**src/rtl/lp_rtc_pkg.sv**
```systemverilog
package lp_rtc_pkg;
  localparam logic [7:0] OFF_CTRL  = 8'h04;
  localparam logic [7:0] OFF_STAT  = 8'h18;
  localparam logic [7:0] OFF_CNTH  = 8'h1C;
  localparam logic [7:0] OFF_CNTL  = 8'h20;
  localparam logic [7:0] OFF_ALRM  = 8'h24;
  localparam logic [7:0] OFF_SPARE = 8'h30;

  localparam int CTRL_W = 4;

  typedef struct packed {
    logic wake;
    logic rsv;
    logic alm;
    logic run;
  } ctrl_t;
endpackage

```
**src/rtl/lp_rtc_sync.sv**
```systemverilog
module lp_rtc_sync #(
  parameter int STAGES = 3,
  parameter int W      = 4
) (
  input  logic         clk,
  input  logic         rst_n,
  input  logic         tick,
  input  logic [W-1:0] d,
  output logic [W-1:0] q
);
  logic [W-1:0] pipe_q [STAGES];
  logic [W-1:0] pipe_d [STAGES];

  for (genvar g = 0; g < STAGES; g++) begin : g_stage
    if (g == 0) begin : g_first
      always_comb pipe_d[g] = tick ? d : pipe_q[g];
    end else begin : g_rest
      always_comb pipe_d[g] = tick ? pipe_q[g-1] : pipe_q[g];
    end
    always_ff @(posedge clk or negedge rst_n) begin
      if (!rst_n) pipe_q[g] <= '0;
      else        pipe_q[g] <= pipe_d[g];
    end
  end

  assign q = pipe_q[STAGES-1];

  // effective control only moves on a slow tick
  p_sync_on_tick_r5: assert property (@(posedge clk) disable iff (!rst_n)
    !tick |=> $stable(q));
endmodule

```
**src/rtl/lp_rtc_counter.sv**
```systemverilog
module lp_rtc_counter #(
  parameter int CNT_W = 47
) (
  input  logic             clk,
  input  logic             rst_n,
  input  logic             tick,
  input  logic             run,
  input  logic             wr_lo,
  input  logic             wr_hi,
  input  logic [31:0]      wdata,
  output logic [CNT_W-1:0] cnt
);
  localparam int HI_W = CNT_W - 32;

  logic [CNT_W-1:0] cnt_d;

  always_comb begin
    cnt_d = cnt;
    if (run) begin
      if (tick) cnt_d = cnt + 1'b1;
    end else begin
      if (wr_lo) cnt_d[31:0]       = wdata;
      if (wr_hi) cnt_d[CNT_W-1:32] = wdata[HI_W-1:0];
    end
  end

  always_ff @(posedge clk or negedge rst_n) begin
    if (!rst_n) cnt <= '0;
    else        cnt <= cnt_d;
  end

  p_step_r4: assert property (@(posedge clk) disable iff (!rst_n)
    run && tick |=> cnt == $past(cnt) + 1'b1);
  p_locked_r3: assert property (@(posedge clk) disable iff (!rst_n)
    run && !tick |=> $stable(cnt));
endmodule

```
**src/rtl/lp_rtc_alarm.sv**
```systemverilog
module lp_rtc_alarm #(
  parameter int SEC_W = 32
) (
  input  logic             clk,
  input  logic             rst_n,
  input  logic             tick,
  input  logic             alm_en,
  input  logic             wake_en,
  input  logic [SEC_W-1:0] secs,
  input  logic             tgt_wr,
  input  logic [SEC_W-1:0] wdata,
  input  logic             clr,
  output logic [SEC_W-1:0] tgt,
  output logic             flag,
  output logic             irq
);
  logic [SEC_W-1:0] tgt_d;
  logic             flag_d;
  logic             hit;

  always_comb begin
    hit    = tick && alm_en && (secs == tgt);
    flag_d = hit || (flag && !clr);
    tgt_d  = tgt_wr ? wdata : tgt;
  end

  always_ff @(posedge clk or negedge rst_n) begin
    if (!rst_n) begin
      tgt  <= '0;
      flag <= 1'b0;
    end else begin
      tgt  <= tgt_d;
      flag <= flag_d;
    end
  end

  assign irq = flag && alm_en && wake_en;

  p_rise_on_tick_r6: assert property (@(posedge clk) disable iff (!rst_n)
    $rose(flag) |-> $past(tick) && $past(alm_en));
  p_sticky_r7: assert property (@(posedge clk) disable iff (!rst_n)
    flag && !clr |=> flag);
endmodule

```
**src/rtl/lp_rtc.sv**
```systemverilog
module lp_rtc
  import lp_rtc_pkg::*;
#(
  parameter int CNT_W      = 47,
  parameter int FRAC_W     = 15,
  parameter int SYNC_TICKS = 3
) (
  input  logic        clk,
  input  logic        rst_n,
  input  logic        tick,
  input  logic        bus_wr,
  input  logic [7:0]  bus_addr,
  input  logic [31:0] bus_wdata,
  output logic [31:0] bus_rdata,
  output logic        irq
);
  localparam int SEC_W = CNT_W - FRAC_W;
  localparam int HI_W  = CNT_W - 32;

  ctrl_t            ctrl_req, ctrl_req_d, ctrl_eff;
  logic [31:0]      spare, spare_d;
  logic [CNT_W-1:0] cnt;
  logic [SEC_W-1:0] tgt;
  logic             flag;
  logic             wr_ctrl, wr_stat, wr_lo, wr_hi, wr_alrm, wr_spare;

  always_comb begin
    wr_ctrl  = bus_wr && (bus_addr == OFF_CTRL);
    wr_stat  = bus_wr && (bus_addr == OFF_STAT);
    wr_lo    = bus_wr && (bus_addr == OFF_CNTL);
    wr_hi    = bus_wr && (bus_addr == OFF_CNTH);
    wr_alrm  = bus_wr && (bus_addr == OFF_ALRM);
    wr_spare = bus_wr && (bus_addr == OFF_SPARE);
    ctrl_req_d = ctrl_req;
    if (wr_ctrl) begin
      ctrl_req_d      = ctrl_t'(bus_wdata[CTRL_W-1:0]);
      ctrl_req_d.rsv  = 1'b0;
    end
    spare_d = wr_spare ? bus_wdata : spare;
  end

  always_ff @(posedge clk or negedge rst_n) begin
    if (!rst_n) begin
      ctrl_req <= '0;
      spare    <= '0;
    end else begin
      ctrl_req <= ctrl_req_d;
      spare    <= spare_d;
    end
  end

  lp_rtc_sync #(.STAGES(SYNC_TICKS), .W(CTRL_W)) u_sync (
    .clk(clk), .rst_n(rst_n), .tick(tick),
    .d(ctrl_req), .q(ctrl_eff)
  );

  lp_rtc_counter #(.CNT_W(CNT_W)) u_cnt (
    .clk(clk), .rst_n(rst_n), .tick(tick), .run(ctrl_eff.run),
    .wr_lo(wr_lo), .wr_hi(wr_hi), .wdata(bus_wdata), .cnt(cnt)
  );

  lp_rtc_alarm #(.SEC_W(SEC_W)) u_alm (
    .clk(clk), .rst_n(rst_n), .tick(tick),
    .alm_en(ctrl_eff.alm), .wake_en(ctrl_eff.wake),
    .secs(cnt[CNT_W-1:FRAC_W]), .tgt_wr(wr_alrm),
    .wdata(bus_wdata[SEC_W-1:0]), .clr(wr_stat && bus_wdata[0]),
    .tgt(tgt), .flag(flag), .irq(irq)
  );

  always_comb begin
    bus_rdata = '0;
    case (bus_addr)
      OFF_CTRL:  bus_rdata[CTRL_W-1:0] = ctrl_eff;
      OFF_STAT:  bus_rdata[0]          = flag;
      OFF_CNTH:  bus_rdata[HI_W-1:0]   = cnt[CNT_W-1:32];
      OFF_CNTL:  bus_rdata             = cnt[31:0];
      OFF_ALRM:  bus_rdata[SEC_W-1:0]  = tgt;
      OFF_SPARE: bus_rdata             = spare;
      default:   bus_rdata = '0;
    endcase
  end

  // no interrupt without the synchronized wake enable
  p_irq_wake_r8: assert property (@(posedge clk) disable iff (!rst_n)
    irq |-> ctrl_eff.wake && flag);
  // scratch register only changes on its own write
  p_spare_hold_r9: assert property (@(posedge clk) disable iff (!rst_n)
    !wr_spare |=> $stable(spare));
endmodule

```
**config.mk**
```make
export PLATFORM = sky130hd
export DESIGN_NAME = lp_rtc
export DESIGN_NICKNAME = d
export VERILOG_FILES = /design/src/rtl/lp_rtc_pkg.sv /design/src/rtl/lp_rtc_sync.sv /design/src/rtl/lp_rtc_counter.sv /design/src/rtl/lp_rtc_alarm.sv /design/src/rtl/lp_rtc.sv
export SDC_FILE = /design/constraint.sdc
export NUM_CORES = 1
export LEC_CHECK = 0
export BUFFER_PORTS_ARGS = -buffer_cell sky130_fd_sc_hd__buf_2
export CAP_MARGIN = 25
export CORE_AREA = 3 3 177 110
export DETAILED_ROUTE_END_ITERATION = 8
export DIE_AREA = 0 0 180 113
export HOLD_SLACK_MARGIN = 0.05
export PLACE_DENSITY = 0.54
export REMOVE_ABC_BUFFERS = 1
export SYNTH_ARGS = -nofsm -noshare
export SYNTH_HDL_FRONTEND = slang
export SYNTH_SLANG_ARGS = --single-unit
export TNS_END_PERCENT = 100
```
**constraint.sdc**
```tcl
create_clock -name clk -period 4.3 [get_ports clk]
set_input_delay 0 -clock clk [delete_from_list [all_inputs] [get_ports clk]]
set_output_delay 0 -clock clk [all_outputs]
set_load 0.05 [all_outputs]
```
# Word level (Yosys, flattened, before mapping)
# Cells that the tools add are included.
# totals
reg_bits	124
inputBits	44
output_inout_bits	33
wordCells	46
# classes
add_sub_neg	1
n_eq_ne	8
mux	8
reduce_logical	18
# ops
operator	n
two-way mux 47 bit	2
one-hot mux 17 bit (3 select lines)	1
adder 47 x 1 -> 47 bit (second input constant)	1
one-hot mux 11 bit (4 select lines)	1
== test 32 bit	1
two-way mux 32 bit	1
== test 8 x 6 -> 1 bit (second input constant)	3
== test 8 x 5 -> 1 bit (second input constant)	2
two-way mux 15 bit	1
one-hot mux 3 bit (5 select lines)	1
logical AND 1 bit	12
== test 8 x 3 -> 1 bit (second input constant)	1
one-hot mux 1 bit (6 select lines)	1
AND reduction 2 bit	2
nonzero test 2 bit	2
!= test 2 bit (second input constant)	1
zero test 1 bit	1
logical OR 1 bit	1

# Longest topological paths before layout
# Gate-level depths: netlist (run 1).
# logic_depth
ltp_word	6
ltp_mapped	7
mapped_depth_nobuf	6

# By module
# From an unflattened synthesis (run 1), not the netlist that was laid out.
# unflattened
hier_cells	738
hier_area_um2	7574.8
# by_module_without_submodules
mod	n_inst	cells_each	area_each_um2	seq_area_each_um2
lp_rtc_counter	1	382	3130.5	1176.1
lp_rtc	1	212	2336.0	875.8
lp_rtc_alarm	1	115	1594.0	825.8
lp_rtc_sync	1	29	514.2	300.3

# Least setup slack after synthesis (run 1)
# Ideal clock, no wire load.
# synth_timing
kind	register to register
start	register u_cnt.cnt[0]
end	register u_cnt.cnt[46]
t_arrival_ns	1.966
required_ns	4.218
path_slack_ns	2.252
stages_incl_launch_ff	7
n_path_buf	0
cell_sequence	dfrtp_1 > ha_1 > nand3_2 > nor4_4 > nand3_2 > or4_1 > a31oi_1
# synth_between
elab_chain_cells	3
# synth_lines
element	line_no	text
start, declared	lp_rtc_counter.sv:11	output logic [CNT_W-1:0] cnt
start signal, assigned	lp_rtc_counter.sv:29	else cnt <= cnt_d;
adder 47 x 1 -> 47 bit	lp_rtc_counter.sv:20	if (tick) cnt_d = cnt + 1'b1;
two-way mux 47 bit	lp_rtc_counter.sv:20	
two-way mux 47 bit	lp_rtc_counter.sv:19	if (run) begin
# Every way passes these cells. The select of a mux whose other input is x is not followed.
# A chain may end at the register's enable or synchronous reset.

# Worst setup path in the final report (run 1)
# layout_timing
start	register u_cnt.cnt[25]
end	register u_cnt.cnt[45]
# Same word-level chain as after synthesis.

==> results of run 1 <==
==> path summary, 6_finish.rpt <==
| kind | to | slack, ns | depth (start not counted) |
|---|---|---|---|
| worst max register to register | u_cnt.cnt[45] | 1.69 | 5 |
| max in group asynchronous | u_alm.tgt[31] | 3.08 | 3 |
| worst min-delay path | u_sync.q[0] | 0.06 | 3 |
| worst min register to register | u_sync.pipe_q[7] | 0.49 | 1 |
| worst max-delay path | u_cnt.cnt[45] | 1.69 | 5 |
| min in group asynchronous | spare[6] | 0.18 | 2 |
==> flip-flops by register name (all words and copies together) (netlist names) <==
name	cells
u_sync.pipe_q	6
u_alm.tgt	32
ctrl_req	3
spare	32
u_cnt.cnt	47
u_alm.flag	1
u_sync.q	3
==> cells by family (layout without fill, tap and decap cells) <==
kind of cell    count (synthesis)  in the layout  share of synthesized area [%]
simple gates                  214            214                           16.8
buf+inv                        90            185                           5.01
fa+ha+maj                       1              1                          0.175
mux                            80             80                           12.5
xor+xnor                       32             32                           3.93
flops                         124            124                           43.5
compound gates                174            174                           18.0
==> power by group through the flow <==
stage / clock network (W) / registers (W) / logic, W
4_1_cts: 0.00143 / 0.00192 / 0.000765
6_report: 0.00142 / 0.00194 / 0.000769
5_1_grt: 0.00148 / 0.00198 / 0.000852
3_5_place_dp: 0 / 0.00194 / 0.000736
3_3_place_gp: 0 / 0.00193 / 0.000720
2_1_floorplan: 0 / 0.00176 / 0.000534
==> layout by cell type, fill, tap and decap left out, types with 21 or more instances in the layout <==
| cell type | n |
|---|---|
| sky130_fd_sc_hd__nor3_1 | 21 |
| sky130_fd_sc_hd__nor2_1 | 25 |
| sky130_fd_sc_hd__mux2_2 | 74 |
| sky130_fd_sc_hd__a222oi_1 | 31 |
| sky130_fd_sc_hd__a21oi_1 | 41 |
| sky130_fd_sc_hd__nand4_1 | 24 |
| sky130_fd_sc_hd__xor2_1 | 23 |
| sky130_fd_sc_hd__buf_2 | 75 |
| sky130_fd_sc_hd__nand2_1 | 66 |
| sky130_fd_sc_hd__dfrtp_1 | 123 |
| sky130_fd_sc_hd__dlygate4sd3_1 | 36 |
| sky130_fd_sc_hd__nand3_1 | 21 |
| sky130_fd_sc_hd__inv_1 | 32 |
==> worst min-delay path: cells and delay by family <==
| kind | cells | cell delay [ns] |
|---|---|---|
| AOI/OAI and AO/OA | 1 | 0.08 |
| buffers and inverters | 1 | 0.23 |
| and+or+nand+nor | 1 | 0.11 |
==> stage by stage <==
stage	area [um2]	worst slack (ns)	total power, W
after global placement	7670	1.78	0.00265
final	8600	1.69	0.00412
after detailed placement	7670	1.77	0.00267
after CTS	8600	1.79	0.00411
after floorplan	6900	0.581	0.00229
after global routing	8600	1.60	0.00432
==> metal layers <==
| metal | GRT usage [%] | wire [um] |
|---|---|---|
| met3 | 5.94 | 2370 |
| met5 | 0 | 0 |
| met2 | 35.1 | 10500 |
| met4 | 5.20 | 223 |
| met1 | 38.5 | 12000 |
==> area by class of cell <==
class | count | area [um2]
Multi-Input combinational cell | 501 | 3680
Sequential cell | 124 | 3100
Fill cell | 1704 | 9330
Tap cell | 240 | 300
Timing Repair Buffer | 123 | 826
Clock buffer | 22 | 474
Inverter | 32 | 120
Clock inverter | 8 | 92.6
==> flow_summary.html, run 1 <==
<table>
<tr><th>Metric</th><th>Value</th></tr>
<tr><th colspan="2">Run status</th></tr>
<tr><td>Run status</td><td>completed</td></tr>
<tr><th colspan="2">Clocking</th></tr>
<tr><td>Post-CTS Repair Setup Buffers</td><td>0</td></tr>
<tr><td>Number of buffers added by the clock tree synthesis step</td><td>17</td></tr>
<tr><td>CTS tree</td><td>done</td></tr>
<tr><td>Clock latency at the later pin of the worst-skew pair</td><td>0.42 ns</td></tr>
<tr><td>Clock sink total</td><td>about 120</td></tr>
<tr><td>Number of buffers between clock root and the deepest sink</td><td>2</td></tr>
<tr><td>Count of hold buffers inserted by post-cts repair</td><td>36</td></tr>
<tr><td>CTS root buffer</td><td>sky130_fd_sc_hd__clkbuf_16</td></tr>
<tr><td>Resized Gates After CTS</td><td>0</td></tr>
<tr><td>Clock slew at reported path FFs</td><td>0.06 ns</td></tr>
<tr><td>Clock H-tree levels</td><td>4</td></tr>
<tr><th colspan="2">Detailed routing</th></tr>
<tr><td>DR pass1 iterations</td><td>5</td></tr>
<tr><td>Initial DRC Count</td><td>between 800 and 900</td></tr>
<tr><td>Average wire length per cell after detail routing</td><td>23.9 um</td></tr>
<tr><td>Routed Wire Length</td><td>25100 um</td></tr>
<tr><td>Via-per-instance ratio</td><td>a little over 6</td></tr>
<tr><td>Number of vias after detailed routing</td><td>6534</td></tr>
<tr><td># DRC</td><td>0</td></tr>
<tr><td>Routed Antenna Nets</td><td>0</td></tr>
<tr><th colspan="2">Global routing</th></tr>
<tr><td>Number of antenna violations at the first check in global routing</td><td>0</td></tr>
<tr><td>Global-route usage over all layers</td><td>24.9%</td></tr>
<tr><td>Vias in the first global route</td><td>6310</td></tr>
<tr><td>GRT overflow</td><td>0</td></tr>
<tr><td>Global-route wire length before repair</td><td>38800 um</td></tr>
<tr><td>Maximum number of pins on one net before global-route repair</td><td>84</td></tr>
<tr><th colspan="2">Worst setup path</th></tr>
<tr><td>Maximum cell stage delay along the critical path</td><td>0.72 ns</td></tr>
<tr><td>Slowest stage cell on the critical path</td><td>sky130_fd_sc_hd__nor3_2</td></tr>
<tr><td>Worst EP arrival</td><td>around 3 ns</td></tr>
<tr><td>Family with the most delay on the worst path</td><td>simple AND/OR/NAND/NOR gates</td></tr>
<tr><td>CP Class</td><td>register to register</td></tr>
<tr><td>Total buffers and inverters traversed by the critical path</td><td>0</td></tr>
<tr><td>Largest fanout on the critical path</td><td>9</td></tr>
<tr><td>Reg2reg start</td><td>u_cnt.cnt[25]</td></tr>
<tr><td>Required time of the critical path</td><td>4.61 ns</td></tr>
<tr><td>Category of the worst setup path launch point</td><td>register</td></tr>
<tr><td>Setup crit start</td><td>u_cnt.cnt[25]</td></tr>
<tr><td>Worst path cell trace</td><td>nand3_2 &gt; nor3_2 &gt; nand2_1 &gt; or4_1 &gt; and3_1</td></tr>
<tr><td>Sort of element at the end of the critical path</td><td>register</td></tr>
<tr><th colspan="2">Synth</th></tr>
<tr><td>Post-synthesis register bit count</td><td>124</td></tr>
<tr><td>Number of cells produced by synthesis</td><td>~700</td></tr>
<tr><td>Cell type contributing the most total cell area after synthesis</td><td>sky130_fd_sc_hd__dfrtp_1</td></tr>
<tr><td>Average footprint of a synthesized cell</td><td>9.98 um2</td></tr>
<tr><td>Fraction of the yosys area taken by sequential cells</td><td>43.5%</td></tr>
<tr><td>Synth top area share</td><td>43.5%</td></tr>
<tr><td>Number of different library cells in the post-synthesis netlist</td><td>between 60 and 70</td></tr>
<tr><td>Post-synth EDFFs</td><td>0</td></tr>
<tr><td>Total of warnings raised by yosys</td><td>0</td></tr>
<tr><td>Prevailing post-synth register cell</td><td>sky130_fd_sc_hd__dfrtp_1</td></tr>
<tr><td>Synth area leaders</td><td>sky130_fd_sc_hd__dfrtp_1 43%, sky130_fd_sc_hd__mux2_2 12%, sky130_fd_sc_hd__a222oi_1 4.3%, sky130_fd_sc_hd__nand2_1 3.5%, sky130_fd_sc_hd__a21oi_1 2.9%</td></tr>
<tr><td>Fraction of synthesis flops using an asynchronous set or reset pin</td><td>100%</td></tr>
<tr><td>Leading cell type by number of instances after synthesis</td><td>sky130_fd_sc_hd__dfrtp_1</td></tr>
<tr><td>Post-Syn Area</td><td>0.00714 mm2</td></tr>
<tr><td>Top cells by count, synth</td><td>124 x sky130_fd_sc_hd__dfrtp_1, 74 x sky130_fd_sc_hd__mux2_2, 66 x sky130_fd_sc_hd__nand2_1</td></tr>
<tr><th colspan="2">Finish</th></tr>
<tr><td>Total Nets Final</td><td>around 840</td></tr>
<tr><td>Final cell count without fillers</td><td>1050</td></tr>
<tr><td>Growth of design area from synthesis to finish</td><td>20.5%</td></tr>
<tr><td>Proportion of layout cells with a drive suffix above 1</td><td>26.3%</td></tr>
<tr><td>Antenna Diode Count</td><td>0</td></tr>
<tr><td>Core occupancy in the finished layout</td><td>~48%</td></tr>
<tr><th colspan="2">Timing</th></tr>
<tr><td>Maximum operating frequency</td><td>approximately 380 MHz</td></tr>
<tr><td>Tmin final</td><td>2.61 ns</td></tr>
<tr><td>Final number of setup-violating endpoints</td><td>0</td></tr>
<tr><td>RSZ-0062 raised after global routing</td><td>no</td></tr>
<tr><td>Relative max-transition margin</td><td>a little over a third</td></tr>
<tr><td>Worst-margin pin slew</td><td>roughly 0.96 ns</td></tr>
<tr><td>Final count of pins violating max slew</td><td>0</td></tr>
<tr><td>Post-route clock period utilization</td><td>60.8%</td></tr>
<tr><td>Worst hold slack across all endpoints</td><td>a little over 0.06 ns</td></tr>
<tr><td>Accumulated negative setup slack</td><td>0 ns</td></tr>
<tr><td>Clk_skew</td><td>0.0101 ns</td></tr>
<tr><td>Number of hold violations in the final report</td><td>0</td></tr>
<tr><th colspan="2">Floorplan</th></tr>
<tr><td>Die Area</td><td>slightly above 0.02 mm2</td></tr>
<tr><td>Top-level I/O count</td><td>between 70 and 80</td></tr>
<tr><td>Vertical extent of the die</td><td>113 um</td></tr>
<tr><td>Initial core utilization</td><td>approximately 40%</td></tr>
<tr><td>Die X-Extent</td><td>180 um</td></tr>
<tr><td>Core Region</td><td>0.0179 mm2</td></tr>
<tr><td>Row count</td><td>38</td></tr>
<tr><th colspan="2">Pwr</th></tr>
<tr><td>P_sw</td><td>0.00146 W</td></tr>
<tr><td>Comb pwr share</td><td>a little under a fifth</td></tr>
<tr><td>Leakage power</td><td>4.06 nW</td></tr>
<tr><td>Internal power</td><td>0.00266 W</td></tr>
<tr><td>Sequential power share</td><td>47.0%</td></tr>
<tr><td>Total power divided by cell area</td><td>480 mW/mm2</td></tr>
<tr><td>Worst-case vdd ir drop</td><td>0.266 mV</td></tr>
<tr><td>Clock power share</td><td>between 30% and 40%</td></tr>
<tr><td>Switching share of total power</td><td>35.4%</td></tr>
<tr><th colspan="2">Placement</th></tr>
<tr><td>Placed instance count</td><td>984</td></tr>
<tr><td>Estimated wirelength of the detail-placed design</td><td>roughly 18000 um</td></tr>
<tr><td>Number of I/O port buffers</td><td>76</td></tr>
<tr><td>Final weighted congestion of routability-driven global placement</td><td>around 0.90</td></tr>
<tr><th colspan="2">Min path</th></tr>
<tr><td>Worst hold path type</td><td>primary input to register</td></tr>
<tr><td>Worst hold start</td><td>tick</td></tr>
<tr><th colspan="2">Flow run</th></tr>
<tr><td>Max cap viols</td><td>0</td></tr>
</table>
Power figures use the tool's default switching activity.
==> inputs of run 2 (changes only) <==
--- a/config.mk
+++ b/config.mk
@@ -11,7 +11,7 @@
 export DETAILED_ROUTE_END_ITERATION = 8
 export DIE_AREA = 0 0 180 113
 export HOLD_SLACK_MARGIN = 0.05
-export PLACE_DENSITY = 0.54
+export PLACE_DENSITY = 0.56
 export REMOVE_ABC_BUFFERS = 1
 export SYNTH_ARGS = -nofsm -noshare
 export SYNTH_HDL_FRONTEND = slang
==> constraint.sdc (replaced) <==
create_clock -name clk -period 2.2 [get_ports clk]
set_input_delay 0 -clock clk [delete_from_list [all_inputs] [get_ports clk]]
set_output_delay 0 -clock clk [all_outputs]
set_load 0.05 [all_outputs]
==> flow_summary.html, run 2 (synthesized netlist as in run 1, its figures left out) <==
<table>
<tr><th>Metric</th><th>Value</th></tr>
<tr><th colspan="2">Pwr</th></tr>
<tr><td>P_sw</td><td>0.00320 W (+120%)</td></tr>
<tr><td>Sequential power share</td><td>40.8% (-6.2 points)</td></tr>
<tr><td>Worst-case vdd ir drop</td><td>0.448 mV (+69%)</td></tr>
<tr><td>Comb pwr share</td><td>27.1% (+8.5 points)</td></tr>
<tr><td>Total power divided by cell area</td><td>935 mW/mm2 (+95%)</td></tr>
<tr><td>Internal power</td><td>0.00542 W (+100%)</td></tr>
<tr><td>Switching share of total power</td><td>37.2% (+1.7 points)</td></tr>
<tr><td>Leakage power</td><td>4.42 nW (+8.9%)</td></tr>
<tr><td>Clock power share</td><td>32.1% (-2.2 points)</td></tr>
<tr><th colspan="2">Detailed routing</th></tr>
<tr><td># DRC</td><td>0 (unchanged)</td></tr>
<tr><td>Via-per-instance ratio</td><td>6.10 (-2.0%)</td></tr>
<tr><td>Number of vias after detailed routing</td><td>6850 (+4.8%)</td></tr>
<tr><td>Routed Antenna Nets</td><td>0 (unchanged)</td></tr>
<tr><td>Average wire length per cell after detail routing</td><td>24.1 um (+0.85%)</td></tr>
<tr><td>DR pass1 iterations</td><td>7 (+2)</td></tr>
<tr><td>Initial DRC Count</td><td>876 (+9.0%)</td></tr>
<tr><td>Routed Wire Length</td><td>27100 um (+7.9%)</td></tr>
<tr><th colspan="2">Clocking</th></tr>
<tr><td>Number of buffers added by the clock tree synthesis step</td><td>17 (unchanged)</td></tr>
<tr><td>Clock sink total</td><td>124 (unchanged)</td></tr>
<tr><td>Clock latency at the later pin of the worst-skew pair</td><td>0.43 ns (about the same)</td></tr>
<tr><td>Number of buffers between clock root and the deepest sink</td><td>2 (unchanged)</td></tr>
<tr><td>CTS tree</td><td>done</td></tr>
<tr><td>Clock H-tree levels</td><td>4 (unchanged)</td></tr>
<tr><td>CTS root buffer</td><td>sky130_fd_sc_hd__clkbuf_16</td></tr>
<tr><td>Post-CTS Repair Setup Buffers</td><td>0 (unchanged)</td></tr>
<tr><td>Clock slew at reported path FFs</td><td>0.06 ns (about the same)</td></tr>
<tr><th colspan="2">Timing</th></tr>
<tr><td>Final number of setup-violating endpoints</td><td>0 (unchanged)</td></tr>
<tr><td>Relative max-transition margin</td><td>64.3% (+28 points)</td></tr>
<tr><td>Post-route clock period utilization</td><td>97.2% (+36 points)</td></tr>
<tr><td>Tmin final</td><td>2.14 ns (-0.475 ns)</td></tr>
<tr><td>Final count of pins violating max slew</td><td>0 (unchanged)</td></tr>
<tr><td>Maximum operating frequency</td><td>468 MHz (+22%)</td></tr>
<tr><td>Number of hold violations in the final report</td><td>0 (unchanged)</td></tr>
<tr><td>Worst-margin pin slew</td><td>0.536 ns (-0.423 ns)</td></tr>
<tr><td>Clk_skew</td><td>0.00930 ns (-0.000758 ns)</td></tr>
<tr><td>Final setup margin</td><td>0.0615 ns (-1.63 ns)</td></tr>
<tr><th colspan="2">Flow run</th></tr>
<tr><td>Max cap viols</td><td>0 (unchanged)</td></tr>
<tr><th colspan="2">Finish</th></tr>
<tr><td>Antenna Diode Count</td><td>0 (unchanged)</td></tr>
<tr><td>Final cell count without fillers</td><td>1123 (+7.0%)</td></tr>
<tr><td>Number of inserted filler cells in the final layout</td><td>1655 (-2.9%)</td></tr>
<tr><td>Core occupancy in the finished layout</td><td>51.5% (+3.5 points)</td></tr>
<tr><td>Growth of design area from synthesis to finish</td><td>29.3%</td></tr>
<tr><td>Registers with the most flip-flops</td><td>u_cnt.cnt x47, spare x32, u_alm.tgt x32</td></tr>
<tr><td>Flip-flop count of the largest register, all copies and words added</td><td>47 (unchanged)</td></tr>
<tr><td>Footprint of the multi-input gates</td><td>0.00373 mm2 (+1.2%)</td></tr>
<tr><td>FF+latch area</td><td>0.00311 mm2 (about the same)</td></tr>
<tr><td>Post-layout instance area</td><td>0.00923 mm2 (+7.3%)</td></tr>
<tr><td>Proportion of layout cells with a drive suffix above 1</td><td>33.3% (+7.0 points)</td></tr>
<tr><td>Most common cell after layout, fill and taps aside</td><td>sky130_fd_sc_hd__dfrtp_1</td></tr>
<tr><td>Top register by number of flip-flops</td><td>u_cnt.cnt</td></tr>
<tr><td>Total Nets Final</td><td>915 (+8.4%)</td></tr>
<tr><td>Most used cells in the layout excluding fill and tap cells</td><td>121 x sky130_fd_sc_hd__dfrtp_1, 78 x sky130_fd_sc_hd__buf_4, 75 x sky130_fd_sc_hd__buf_2, 74 x sky130_fd_sc_hd__mux2_2, 66 x sky130_fd_sc_hd__nand2_1</td></tr>
<tr><th colspan="2">Worst setup path</th></tr>
<tr><td>Maximum cell stage delay along the critical path</td><td>0.43 ns (-0.29 ns)</td></tr>
<tr><td>Worst EP arrival</td><td>2.44 ns (-0.48 ns)</td></tr>
<tr><td>Largest fanout on the critical path</td><td>6 (-3)</td></tr>
<tr><td>Setup crit start</td><td>u_cnt.cnt[1]</td></tr>
<tr><td>Worst path cell trace</td><td>ha_1 &gt; nand3_2 &gt; nor2_1 &gt; buf_4 &gt; and4_1 &gt; a311oi_1 &gt; a311oi_2</td></tr>
<tr><td>R2R cell count</td><td>7 (+2)</td></tr>
<tr><td>Category of the worst setup path launch point</td><td>register</td></tr>
<tr><td>Sort of element at the end of the critical path</td><td>register</td></tr>
<tr><td>Required time of the critical path</td><td>2.50 ns (-2.11 ns)</td></tr>
<tr><td>Slowest stage cell on the critical path</td><td>sky130_fd_sc_hd__dfrtp_1</td></tr>
<tr><td>CP Class</td><td>register to register</td></tr>
<tr><td>Reg2reg start</td><td>u_cnt.cnt[1]</td></tr>
<tr><th colspan="2">Floorplan</th></tr>
<tr><td>Initial core utilization</td><td>39.8% (unchanged)</td></tr>
<tr><td>Top-level I/O count</td><td>77 (unchanged)</td></tr>
<tr><td>Die X-Extent</td><td>180 um (unchanged)</td></tr>
<tr><td>Core Region</td><td>0.0179 mm2 (unchanged)</td></tr>
<tr><td>Row count</td><td>38 (unchanged)</td></tr>
<tr><td>Vertical extent of the die</td><td>113 um (unchanged)</td></tr>
<tr><td>Die Area</td><td>0.0203 mm2 (unchanged)</td></tr>
<tr><th colspan="2">Placement</th></tr>
<tr><td>Final weighted congestion of routability-driven global placement</td><td>0.904 (+0.38%)</td></tr>
<tr><td>Estimated wirelength of the detail-placed design</td><td>19800 um (+13%)</td></tr>
<tr><td>Placement-stage cell area</td><td>0.00821 mm2 (+7.0%)</td></tr>
<tr><td>Post-placement setup slack</td><td>-0.00608 ns (-1.77 ns)</td></tr>
<tr><td>Number of I/O port buffers</td><td>76 (unchanged)</td></tr>
<tr><td>Placed instance count</td><td>1052 (+6.9%)</td></tr>
<tr><th colspan="2">Global routing</th></tr>
<tr><td>Global-route wire length before repair</td><td>41600 um (+7.2%)</td></tr>
<tr><td>GRT overflow</td><td>0 (unchanged)</td></tr>
<tr><td>Number of antenna violations at the first check in global routing</td><td>0 (unchanged)</td></tr>
<tr><td>Vias in the first global route</td><td>6603 (+4.6%)</td></tr>
<tr><td>Maximum number of pins on one net before global-route repair</td><td>73 (-13%)</td></tr>
<tr><td>Global-route usage over all layers</td><td>26.8% (+2.0 points)</td></tr>
<tr><th colspan="2">Run status</th></tr>
<tr><td>Run status</td><td>completed</td></tr>
<tr><th colspan="2">Min path</th></tr>
<tr><td>Worst hold path type</td><td>primary input to asynchronous set/reset pin</td></tr>
</table>
## run 2: what timing repair did
item                       4_1_cts  5_1_grt
setup endpoints to repair        1       18
gates resized for setup          1        9
hold buffers                    38        0
pin swaps                        0        1
hold endpoints to repair       229        0
## run 2: worst paths after layout
| kind | slack [ns] | end |
|---|---|---|
| worst max-delay path | 0.06 | u_cnt.cnt[44] |
| worst min-delay path | 0.15 | spare[17] |
| worst max register to register | 0.06 | u_cnt.cnt[44] |
| worst min register to register | 0.49 | spare[19] |
| max in group asynchronous | 1.19 | u_cnt.cnt[37] |
| min in group clk | 0.15 | ctrl_req[3] |
## run 2: power groups by stage
stage                     registers, W  clock network [W]  logic [W]
after floorplan                0.00343                  0    0.00104
after global placement         0.00348                  0    0.00220
after detailed placement       0.00350                  0    0.00221
after CTS                      0.00347            0.00282    0.00228
after global routing           0.00359            0.00292    0.00254
final                          0.00352            0.00277    0.00234
## run 2: worst max-delay path: cells and delay by family (launching register included)
kind | cells | cell delay [ns]
buffers and inverters | 1 | 0.17
adder cells (fa/ha/maj) | 1 | 0.23
flip-flops | 1 | 0.43
AO/OA/AOI/OAI | 2 | 0.48
AND/OR/NAND/NOR | 3 | 0.70
## run 2: area by class of cell
type / count / area share, %
repair buffers: 194 / 15.1
well taps: 240 / 3.25
flip-flops and latches: 124 / 33.7
multi-input cells: 501 / 40.4
clock buffers: 19 / 4.80
clock inverters: 13 / 1.44
inverters: 32 / 1.30
## run 2: through the flow
step,hold WS (ns),power (W),setup TNS [ns]
floorplan,-0.296,0.00447,-87.76
global placement,-0.0648,0.00568,-0.00434
detailed placement,-0.0631,0.00571,-0.00608
CTS,0.143,0.00857,0
global route,0.190,0.00905,-0.0220
finish,0.147,0.00863,0
## run 2: layer usage
| layer | wire [um] | GRT usage (%) | share of wire [%] | vias up |
|---|---|---|---|---|
| met4 | 361 | 6.18 | 1.3 | 0 |
| met5 | 0 | 0 | 0 | - |
| met2 | 10900 | 36.8 | 40 | 338 |
| met1 | 13000 | 40.7 | 48 | 3452 |
| met3 | 2860 | 8.71 | 11 | 25 |
| li1 | - | - | - | 3035 |
==> inputs of run 3 (changes only) <==
--- a/config.mk
+++ b/config.mk
@@ -7,12 +7,13 @@
 export LEC_CHECK = 0
 export BUFFER_PORTS_ARGS = -buffer_cell sky130_fd_sc_hd__buf_2
 export CAP_MARGIN = 25
-export CORE_AREA = 3 3 177 110
+export CORE_AREA = 2 2 176 109
 export DETAILED_ROUTE_END_ITERATION = 8
-export DIE_AREA = 0 0 180 113
+export DIE_AREA = 0 0 178 111
 export HOLD_SLACK_MARGIN = 0.05
 export PLACE_DENSITY = 0.56
 export REMOVE_ABC_BUFFERS = 1
+export SKIP_CTS_REPAIR_TIMING = 1
 export SYNTH_ARGS = -nofsm -noshare
 export SYNTH_HDL_FRONTEND = slang
 export SYNTH_SLANG_ARGS = --single-unit
==> flow_summary.html, run 3 (synthesized netlist as in run 1, its figures left out) <==
<table>
<tr><th>Metric</th><th>Value</th></tr>
<tr><th colspan="2">Worst setup path</th></tr>
<tr><td>Maximum cell stage delay along the critical path</td><td>0.48 ns (+0.05 ns)</td></tr>
<tr><td>Worst reg2reg path endpoint</td><td>u_cnt.cnt[45]</td></tr>
<tr><td>Required time of the critical path</td><td>2.52 ns (+0.02 ns)</td></tr>
<tr><td>Category of the worst setup path launch point</td><td>register</td></tr>
<tr><td>Worst EP arrival</td><td>2.45 ns (about the same)</td></tr>
<tr><td>R2R cell count</td><td>6 (-1)</td></tr>
<tr><td>Worst path cell trace</td><td>buf_4 &gt; nand4_1 &gt; nor3_1 &gt; nand2_1 &gt; or4_1 &gt; and3_1</td></tr>
<tr><td>Largest fanout on the critical path</td><td>6 (unchanged)</td></tr>
<tr><td>Setup crit start</td><td>u_cnt.cnt[37]</td></tr>
<tr><td>Sort of element at the end of the critical path</td><td>register</td></tr>
<tr><td>Slowest stage cell on the critical path</td><td>sky130_fd_sc_hd__dfrtp_1</td></tr>
<tr><td>CP Class</td><td>register to register</td></tr>
<tr><td>Reg2reg start</td><td>u_cnt.cnt[37]</td></tr>
<tr><td>Register-to-register path setup slack</td><td>0.08 ns (+0.02 ns)</td></tr>
<tr><th colspan="2">Timing</th></tr>
<tr><td>Post-route clock period utilization</td><td>96.4% (-0.79 points)</td></tr>
<tr><td>Number of hold violations in the final report</td><td>0 (unchanged)</td></tr>
<tr><td>Worst-margin pin slew</td><td>0.551 ns (+0.0151 ns)</td></tr>
<tr><td>Maximum operating frequency</td><td>471 MHz (+0.82%)</td></tr>
<tr><td>Final number of setup-violating endpoints</td><td>0 (unchanged)</td></tr>
<tr><td>RSZ-0062 raised after global routing</td><td>no</td></tr>
<tr><td>Clk_skew</td><td>0.00736 ns (-0.00194 ns)</td></tr>
<tr><td>Accumulated negative setup slack</td><td>0 ns (unchanged)</td></tr>
<tr><td>Final count of pins violating max slew</td><td>0 (unchanged)</td></tr>
<tr><td>Relative max-transition margin</td><td>63.3% (-1.0 points)</td></tr>
<tr><td>Tmin final</td><td>2.12 ns (-0.0173 ns)</td></tr>
<tr><th colspan="2">Pwr</th></tr>
<tr><td>Worst-case vdd ir drop</td><td>0.583 mV (+30%)</td></tr>
<tr><td>Leakage power</td><td>4.43 nW (about the same)</td></tr>
<tr><td>Total power divided by cell area</td><td>949 mW/mm2 (+1.5%)</td></tr>
<tr><td>Final total power</td><td>0.00875 W (+1.5%)</td></tr>
<tr><th colspan="2">Clocking</th></tr>
<tr><td>Clock H-tree levels</td><td>4 (unchanged)</td></tr>
<tr><td>Clock latency at the later pin of the worst-skew pair</td><td>0.44 ns (about the same)</td></tr>
<tr><td>Clock slew at reported path FFs</td><td>0.06 ns (about the same)</td></tr>
<tr><td>Number of buffers between clock root and the deepest sink</td><td>2 (unchanged)</td></tr>
<tr><td>CTS tree</td><td>done</td></tr>
<tr><td>Clock sink total</td><td>124 (unchanged)</td></tr>
<tr><td>CTS root buffer</td><td>sky130_fd_sc_hd__clkbuf_16</td></tr>
<tr><td>Number of buffers added by the clock tree synthesis step</td><td>17 (unchanged)</td></tr>
<tr><th colspan="2">Min path</th></tr>
<tr><td>Worst hold start</td><td>bus_addr[3]</td></tr>
<tr><td>Worst hold path type</td><td>primary input to register</td></tr>
<tr><td>Worst Hold Path EP</td><td>u_alm.flag</td></tr>
<tr><td>Cells on Worst Hold Path</td><td>4</td></tr>
<tr><th colspan="2">Detailed routing</th></tr>
<tr><td>Routed Antenna Nets</td><td>0 (unchanged)</td></tr>
<tr><td>Routed Wire Length</td><td>25900 um (-4.3%)</td></tr>
<tr><td>Average wire length per cell after detail routing</td><td>23.0 um (-4.6%)</td></tr>
<tr><td># DRC</td><td>0 (unchanged)</td></tr>
<tr><td>DR pass1 iterations</td><td>7 (unchanged)</td></tr>
<tr><td>Initial DRC Count</td><td>725 (-17%)</td></tr>
<tr><td>Via-per-instance ratio</td><td>6.08 (-0.25%)</td></tr>
<tr><td>Number of vias after detailed routing</td><td>6851 (+0.015%)</td></tr>
<tr><th colspan="2">Placement</th></tr>
<tr><td>Number of I/O port buffers</td><td>76 (unchanged)</td></tr>
<tr><td>Final weighted congestion of routability-driven global placement</td><td>0.935 (+3.4%)</td></tr>
<tr><td>Estimated wirelength of the detail-placed design</td><td>18900 um (-4.4%)</td></tr>
<tr><th colspan="2">Finish</th></tr>
<tr><td>Registers with the most flip-flops</td><td>u_cnt.cnt x47, spare x32, u_alm.tgt x32</td></tr>
<tr><td>Number of inserted filler cells in the final layout</td><td>1695 (+2.4%)</td></tr>
<tr><td>Most common cell after layout, fill and taps aside</td><td>sky130_fd_sc_hd__dfrtp_1</td></tr>
<tr><td>Top register by number of flip-flops</td><td>u_cnt.cnt</td></tr>
<tr><td>Growth of design area from synthesis to finish</td><td>29.2% (about the same)</td></tr>
<tr><td>Antenna Diode Count</td><td>0 (unchanged)</td></tr>
<tr><td>Total Nets Final</td><td>912 (-0.33%)</td></tr>
<tr><td>Most used cells in the layout excluding fill and tap cells</td><td>119 x sky130_fd_sc_hd__dfrtp_1, 78 x sky130_fd_sc_hd__buf_4, 75 x sky130_fd_sc_hd__buf_2, 74 x sky130_fd_sc_hd__mux2_2, 66 x sky130_fd_sc_hd__nand2_1</td></tr>
<tr><td>Proportion of layout cells with a drive suffix above 1</td><td>33.0% (-0.34 points)</td></tr>
<tr><td>Flip-flop count of the largest register, all copies and words added</td><td>47 (unchanged)</td></tr>
<tr><td>Core occupancy in the finished layout</td><td>50.1% (-1.3 points)</td></tr>
<tr><th colspan="2">Global routing</th></tr>
<tr><td>Global-route wire length before repair</td><td>39700 um (-4.5%)</td></tr>
<tr><td>GRT overflow</td><td>0 (unchanged)</td></tr>
<tr><td>Number of antenna violations at the first check in global routing</td><td>0 (unchanged)</td></tr>
<tr><td>Global-route usage over all layers</td><td>27.1% (+0.33 points)</td></tr>
<tr><td>Maximum number of pins on one net before global-route repair</td><td>49 (-33%)</td></tr>
<tr><td>Vias in the first global route</td><td>6549 (-0.82%)</td></tr>
<tr><th colspan="2">Floorplan</th></tr>
<tr><td>Die Area</td><td>0.0198 mm2 (-2.9%)</td></tr>
<tr><td>Top-level I/O count</td><td>77 (unchanged)</td></tr>
<tr><td>Row count</td><td>39 (+2.6%)</td></tr>
<tr><td>Core Region</td><td>0.0184 mm2 (+2.6%)</td></tr>
<tr><td>Initial core utilization</td><td>38.8% (-1.0 points)</td></tr>
<tr><td>Vertical extent of the die</td><td>111 um (-1.8%)</td></tr>
<tr><td>Die X-Extent</td><td>178 um (-1.1%)</td></tr>
<tr><th colspan="2">Flow run</th></tr>
<tr><td>Max cap viols</td><td>0 (unchanged)</td></tr>
<tr><th colspan="2">Run status</th></tr>
<tr><td>Run status</td><td>completed</td></tr>
</table>
run 3: cell types whose count changed in the layout (fill, tap and decap cells not counted), moves of 2 or more:
| cell | before | now |
|---|---|---|
| sky130_fd_sc_hd__dfrtp_2 | 3 | 5 |
| sky130_fd_sc_hd__nor4_1 | 8 | 10 |
| sky130_fd_sc_hd__inv_6 | 4 | 0 |
| sky130_fd_sc_hd__clkinvlp_4 | 4 | 1 |
| sky130_fd_sc_hd__clkinv_2 | 0 | 4 |
| sky130_fd_sc_hd__nor4_2 | 3 | 1 |
| sky130_fd_sc_hd__bufinv_16 | 1 | 3 |
| sky130_fd_sc_hd__clkbuf_1 | 1 | 3 |
| sky130_fd_sc_hd__dfrtp_1 | 121 | 119 |
| sky130_fd_sc_hd__dlygate4sd3_1 | 38 | 35 |
| sky130_fd_sc_hd__nand3_2 | 5 | 3 |
run 3: worst max path at each step:
stage	end	slack, ns	cells after the start
global placement	u_cnt.cnt[45]	0.09	6
global route	u_cnt.cnt[45]	0.004	6
CTS	u_cnt.cnt[22]	-0.01	6
floorplan	u_cnt.cnt[22]	-1.52	4
finish	u_cnt.cnt[45]	0.08	6
detailed placement	u_cnt.cnt[22]	0.01	6
run 3: per-layer routing:
metal,up-vias,track usage (%),wire length (um)
met4,0,7.87,361
met5,-,0,0
met2,346,38.2,11000
met3,28,7.99,2620
met1,3448,40.0,12000
li1,3029,-,-
run 3: critical path: cells and delay by family (launching register included):
kind / cells / cell delay, ns
buf+inv: 1 / 0.21
simple gates: 5 / 1.32
flops: 1 / 0.48
run 3: final cells by class:
type	instances	area, um2	area share [%]
multi-input cells	501	3720	40.3
well taps	246	308	3.34
clock buffers	21	450	4.88
inverters	32	120	1.30
clock inverters	11	144	1.56
flip-flops and latches	124	3110	33.7
repair buffers	191	1370	14.9
run 3: power breakdown:
part | switching [W] | leakage (nW) | total [W] | internal (W)
Combinational | 0.00131 | 2.52 | 0.00237 | 0.00106
Clock | 0.00109 | 0.291 | 0.00289 | 0.00180
Sequential | 0.000717 | 1.61 | 0.00349 | 0.00277
run 3: per-stage QoR:
| stage | std cells | setup WS [ns] | hold WS [ns] | instance area, um2 |
|---|---|---|---|---|
| floorplan | 657 | -1.52 | -0.296 | 6900 |
| global route | 1126 | 0.00441 | 0.0897 | 9220 |
| global placement | 1059 | 0.0926 | -0.0236 | 8240 |
| CTS | 1091 | -0.0147 | -0.487 | 8830 |
| detailed placement | 1059 | 0.00960 | -0.0184 | 8240 |
| finish | 1126 | 0.0788 | 0.0407 | 9220 |
